===== src/rtl/fmc_pkg.sv =====
package fmc_pkg;
  typedef enum logic [1:0] {
    SRC_INT  = 2'd0,
    SRC_RT   = 2'd1,
    SRC_SYNC = 2'd2
  } srcSel_e;

  typedef struct packed {
    logic captureNow;
    logic qualStep;
    logic qualClear;
  } fmcStrobe_t;
endpackage


===== src/rtl/fmc_ctrl.sv =====
module fmc_ctrl
  import fmc_pkg::*;
(
  input  logic       clk,
  input  logic       supplyGood,
  input  logic       rtValid,
  input  logic       ssDone,
  input  logic       inReg,
  input  logic       standby,
  input  logic       zeroCross,
  input  logic       rtLocked,
  input  logic       qualDone,
  output fmcStrobe_t strobe,
  output logic       captured
);
  logic eligible;

  always_ff @(posedge clk or negedge supplyGood) begin
    if (!supplyGood) captured <= 1'b0;
    else             captured <= 1'b1;
  end

  // qualifying condition for one edge of the resistor window
  always_comb begin
    eligible = captured && !rtLocked && rtValid && ssDone && inReg
               && !standby && !zeroCross;
    strobe.captureNow = !captured;
    strobe.qualStep   = eligible && !qualDone;
    strobe.qualClear  = !eligible;
  end
endmodule


===== src/rtl/fmc_dp.sv =====
module fmc_dp
  import fmc_pkg::*;
#(
  parameter int QUAL_CYCLES = 4000
) (
  input  logic       clk,
  input  logic       supplyGood,
  input  fmcStrobe_t strobe,
  input  logic       captured,
  input  logic       oscStrap,
  input  logic       rtShort,
  input  logic       rtValid,
  input  logic       ditherRail,
  input  logic       ditherLive,
  input  logic       syncPresent,
  input  logic       standby,
  output logic       rtLocked,
  output logic       qualDone,
  output logic       rangeHigh,
  output srcSel_e    srcSel,
  output logic       ditherEn
);
  localparam int CW = $clog2(QUAL_CYCLES + 1);
  localparam logic [CW-1:0] QUAL_LAST = CW'(QUAL_CYCLES);

  logic          rangeReg;
  logic          dithLocked;
  logic [CW-1:0] qualCnt;

  always_ff @(posedge clk or negedge supplyGood) begin
    if (!supplyGood) begin
      rangeReg   <= 1'b0;
      rtLocked   <= 1'b0;
      dithLocked <= 1'b0;
    end else if (strobe.captureNow) begin
      rangeReg   <= oscStrap;
      rtLocked   <= rtShort;
      dithLocked <= ditherRail;
    end
  end

  always_ff @(posedge clk or negedge supplyGood) begin
    if (!supplyGood)          qualCnt <= '0;
    else if (strobe.qualClear) qualCnt <= '0;
    else if (strobe.qualStep)  qualCnt <= qualCnt + 1'b1;
  end

  assign qualDone  = (qualCnt == QUAL_LAST);
  assign rangeHigh = rangeReg;

  always_comb begin
    srcSel = SRC_INT;
    if (captured) begin
      if (syncPresent)                       srcSel = SRC_SYNC;
      else if (qualDone && rtValid && !standby) srcSel = SRC_RT;
    end
    ditherEn = captured && !dithLocked && ditherLive && !syncPresent;
  end
endmodule


===== src/rtl/freq_mode_ctrl.sv =====
module freq_mode_ctrl
  import fmc_pkg::*;
#(
  parameter int QUAL_CYCLES = 4000
) (
  input  logic       clk,
  input  logic       supplyGood,
  input  logic       oscStrap,
  input  logic       rtOpen,
  input  logic       rtShort,
  input  logic       rtValid,
  input  logic       ditherRail,
  input  logic       ditherLive,
  input  logic       ssDone,
  input  logic       inReg,
  input  logic       syncPresent,
  input  logic       standby,
  input  logic       zeroCross,
  output logic       rangeHigh,
  output logic [1:0] srcSel,
  output logic       ditherEn
);
  fmcStrobe_t strobe;
  logic       captured;
  logic       rtLocked;
  logic       qualDone;
  srcSel_e    srcEnum;
  logic       openSeen;

  // an open reading needs no action beyond not being valid
  assign openSeen = rtOpen;

  fmc_ctrl u_ctrl (
    .clk(clk), .supplyGood(supplyGood), .rtValid(rtValid && !openSeen),
    .ssDone(ssDone), .inReg(inReg), .standby(standby),
    .zeroCross(zeroCross), .rtLocked(rtLocked), .qualDone(qualDone),
    .strobe(strobe), .captured(captured)
  );

  fmc_dp #(.QUAL_CYCLES(QUAL_CYCLES)) u_dp (
    .clk(clk), .supplyGood(supplyGood), .strobe(strobe), .captured(captured),
    .oscStrap(oscStrap), .rtShort(rtShort), .rtValid(rtValid && !openSeen),
    .ditherRail(ditherRail), .ditherLive(ditherLive),
    .syncPresent(syncPresent), .standby(standby),
    .rtLocked(rtLocked), .qualDone(qualDone), .rangeHigh(rangeHigh),
    .srcSel(srcEnum), .ditherEn(ditherEn)
  );

  assign srcSel = srcEnum;
endmodule


===== config.mk =====
export PLATFORM = sky130hd
export DESIGN_NAME = freq_mode_ctrl
export DESIGN_NICKNAME = d
export VERILOG_FILES = /design/src/rtl/fmc_pkg.sv /design/src/rtl/fmc_ctrl.sv /design/src/rtl/fmc_dp.sv /design/src/rtl/freq_mode_ctrl.sv
export SDC_FILE = /design/constraint.sdc
export NUM_CORES = 1
export LEC_CHECK = 0
export ABC_AREA = 1
export CAP_MARGIN = 5
export CORE_UTILIZATION = 40
export DETAILED_ROUTE_END_ITERATION = 8
export DONT_BUFFER_PORTS = 1
export GPL_TIMING_DRIVEN = 0
export MAX_ROUTING_LAYER = met4
export SLEW_MARGIN = 20
export SYNTH_ARGS = -nofsm -noshare
export SYNTH_HDL_FRONTEND = slang
export SYNTH_SLANG_ARGS = --single-unit

===== constraint.sdc =====
create_clock -name clk -period 2 [get_ports clk]
set_input_delay 0.2 -clock clk [delete_from_list [all_inputs] [get_ports clk]]
set_output_delay 0.2 -clock clk [all_outputs]
set_load 0.02 [all_outputs]

==> PnR_summary.wiki <==
{| class="wikitable"
! Metric !! Value
|-
| Run status || finished, final reports clean
|-
| Area share of fa/ha/maj cells after synthesis || 0.0261
|-
| Post-Syn Nets || 149
|-
| R2r startpoint || u_dp.qualCnt[3]$_DFFE_PN0P_
|-
| Min setup slack post-route || 186 ps
|-
| Most frequent cell on the critical path || nor2_1
|-
| Cell area after placement || 993 um2
|-
| Iteration count of the initial detailed-routing pass || 5
|-
| Count of buffering cells on the critical path with inverters included || 1
|-
| Final Hold Fails || 0
|-
| Height of the die || 51.0 um
|-
| Period utilization || 0.907
|-
| CP Capture Type || primary output
|-
| Leading cell type in the layout, fill and taps excluded || nand2_1
|-
| Vias after detailed routing || 806
|-
| Effective utilization at floorplan || 0.429
|-
| List of cells traversed by the critical path || inv_1 -> ha_1 -> nand2_1 -> nor2_1 -> nand3_1 -> nor2_1
|-
| Yosys reg bits || 16
|-
| Hold Path Stages || 2
|-
| H-tree levels || 1
|-
| Most area-consuming cells after synthesis || dfrtp_1 42%, nand2_1 13%, nor2_1 12%
|-
| Synth area leader || dfrtp_1
|-
| Share of synthesized area occupied by flip-flops and latches || 0.418
|-
| Accumulated negative setup slack || 0 ps
|-
| Count of routing violations after the opening detailed-route iteration || 10
|-
| Die Outline Area || roughly 2600 um2
|-
| Routed via count divided by cell count || 4.83
|-
| Crit path time final || about 1800 ps
|-
| Cell area after technology mapping || 958 um2
|-
| Root Buffer Master || clkbuf_4
|-
| Routed WL || ~1800 um
|-
| Worst EP required || between 1500 and 2000 ps
|-
| Antenna Cells || 0
|-
| DR WL/cell || 10.9 um
|-
| Post-route DRC violation count || 0
|-
| Post-synthesis instance total || 134
|-
| Combinational family with the most area after synthesis || simple AND/OR/NAND/NOR gates
|-
| Total grt overflow || 0
|-
| Final cell count without fillers || about 170
|-
| Die X-Extent || 51.0 um
|-
| Headroom to the max-slew limit || 0.505
|-
| XOR/XNOR share of the synthesized area || 0
|-
| Synth Area in Compound Gates || 0.0313
|-
| Post-Route M1 WL || 800 um
|-
| Met2 WL || 928 um
|-
| Standby leakage power || 0.000504 uW
|-
| Crit Reg-Reg Endpoint || u_dp.qualCnt[10]$_DFFE_PN0P_
|-
| Simple-gate share of the synthesized area || 0.431
|-
| Clock tree sinks || 16
|-
| Dominant delay contributor by cell family on the critical path || simple AND/OR/NAND/NOR gates
|-
| Inst Count DP || about 160
|-
| Proportion of netlist area held by the largest area contributor || 0.418
|-
| Number of antenna violations at the first check in global routing || 0
|-
| CP max stage cell || dfrtp_1
|-
| Crit path largest cell delay || 430 ps
|-
| Power per standard cell area || 559 nW/um2
|-
| Finished Cell Area || 1040 um2
|-
| Clock Skew || roughly 3.6 ps
|-
| Highest clock rate || 551 MHz
|-
| Clock latency at the later pin of the worst-skew pair || about 290 ps
|-
| Total number of placement rows || 17
|-
| Synth Warn # || 0
|-
| Synthesis-to-layout area growth || 8.49%
|-
| Largest net degree at the start of global routing || 17
|-
| Number of gates resized after cts || 0
|-
| Category of the worst setup path launch point || flip-flop
|-
| Beginning of the worst hold path || oscStrap
|-
| Critical Path AT || 1610 ps
|-
| Global-route wire length before repair || 3270 um
|-
| Average size of a mapped cell || 7.15 um2
|-
| Slew at the pin closest to its max-slew limit || between 700 and 800 ps
|-
| Number of nets in the finished design || 155
|-
| Mux share of post-synthesis cell area || 0
|-
| Worst hold path endpoint || u_dp.rangeHigh$_DFFE_PN0N_
|-
| Via count of the first global-routing pass || just under 800
|-
| Setup slack on the worst flop-to-flop path || 720 ps
|-
| Placed wire-length estimate || 1430 um
|-
| Clock-pin slew on the worst setup and hold paths || 90 ps
|-
| Worst min-delay path class || in -> reg
|-
| Number of nets with antenna violations after detailed routing || 0
|-
| Gpl congestion || around 0.80
|-
| Setup violation total in the final timing report || 0
|-
| Clock Tree Buf Depth || 2
|-
| Post-synthesis cell type count || 18
|-
| Global-route usage over all layers || 0.175
|-
| Num CTS Buffers || 3
|-
| Buffers on Ports || 0
|-
| Dpl ws || 491 ps
|-
| Wire length on met3 || 74 um
|-
| Count of max-cap constraint violations || 0
|-
| Total core area || 2230 um2
|-
| RSZ-0062 raised after global routing || false
|-
| Peak supply drop || ~230 uV
|-
| CTS tree || done
|-
| I/O pin cnt || 17
|-
| Path depth of the worst reg2reg path || 7
|-
| Final core area utilization || 0.466
|-
| CP Max Fanout || 4
|-
| Highest signal layer in the routed design || met4
|-
| Top library cells by usage in the layout, fill and taps aside || 33 x nand2_1, 31 x nor2_1, 16 x inv_1, 16 x dfrtp_1, 13 x nand3_1
|-
| Ratio of cells with drive above 1 in the final layout || 0.129
|-
| Fill cells || 240
|-
| Kind of critical path || reg -> out
|-
| Max-slew violation total from the final report || 0
|}
-- cell usage after synthesis (all sizes together) --
library cell	count
nand4	2
nand2	34
ha	2
dfrtp	16
inv	19
a21oi	5
conb	1
o21ai	1
nor2	38
nand3	14
buf	1
or2	1
-- registers in the layout, indices dropped and copies added, names as in the netlist --
| register | count |
|---|---|
| u_dp.qualCnt | 12 |
| u_dp.rtLocked | 1 |
| u_dp.dithLocked | 1 |
| u_ctrl.captured | 1 |
| u_dp.rangeHigh | 1 |
-- report_power, final --
part / switching (uW) / internal [uW]
logic: 19.9 / 8.88
clock network: 105 / 111
registers: 6.73 / 330
total: 131 / 449
-- repair_timing --
item	in CTS	in global routing
hold endpoints to repair	16	0
hold buffers	1	0
setup buffers	0	0
-- per-layer routing --
layer,global-route usage,up-vias
li1,-,421
met1,0.204,372
met2,0.294,11
met3,0.0446,2
met4,0.0556,0
met5,-,-
-- metrics by stage --
step,hold slack [ps],power (uW)
after detailed placement,-95.0,365
after CTS,28.7,587
after global routing,35.0,609
after floorplan,-95.6,362
after global placement,-95.3,364
final,30.2,581
-- worst max-delay path by stage --
stage	cells after the start	slack (ps)	to	from
6_report	6	190	srcSel[0]	u_dp.qualCnt[0]$_DFFE_PN0P_
5_1_grt	6	50	srcSel[0]	u_dp.qualCnt[0]$_DFFE_PN0P_
4_1_cts	6	160	srcSel[0]	u_dp.qualCnt[0]$_DFFE_PN0P_
3_5_place_dp	6	490	srcSel[0]	u_dp.qualCnt[0]$_DFFE_PN0P_
3_3_place_gp	6	490	srcSel[0]	u_dp.qualCnt[0]$_DFFE_PN0P_
2_1_floorplan	6	620	srcSel[0]	u_dp.qualCnt[0]$_DFFE_PN0P_
-- kinds of logic after synthesis --
group                      count (synthesis)
other                                      1
buffers and inverters                     20
AOI/OAI and AO/OA                          6
DFF                                       16
and+or+nand+nor                           89
adders and majority gates                  2
-- final cells by class --
cell class | instances | area [um2] | share of cell area
Inverter | 19 | 71.3 | 0.0686
Timing Repair Buffer | 1 | 10.0 | 0.00963
Clock buffer | 4 | 36.3 | 0.0349
Buffer | 1 | 15.0 | 0.0144
Tap cell | 28 | 35.0 | 0.0337
Sequential cell | 16 | 400 | 0.385
Multi-Input combinational cell | 98 | 472 | 0.454
(Power assumes the default switching activity.)
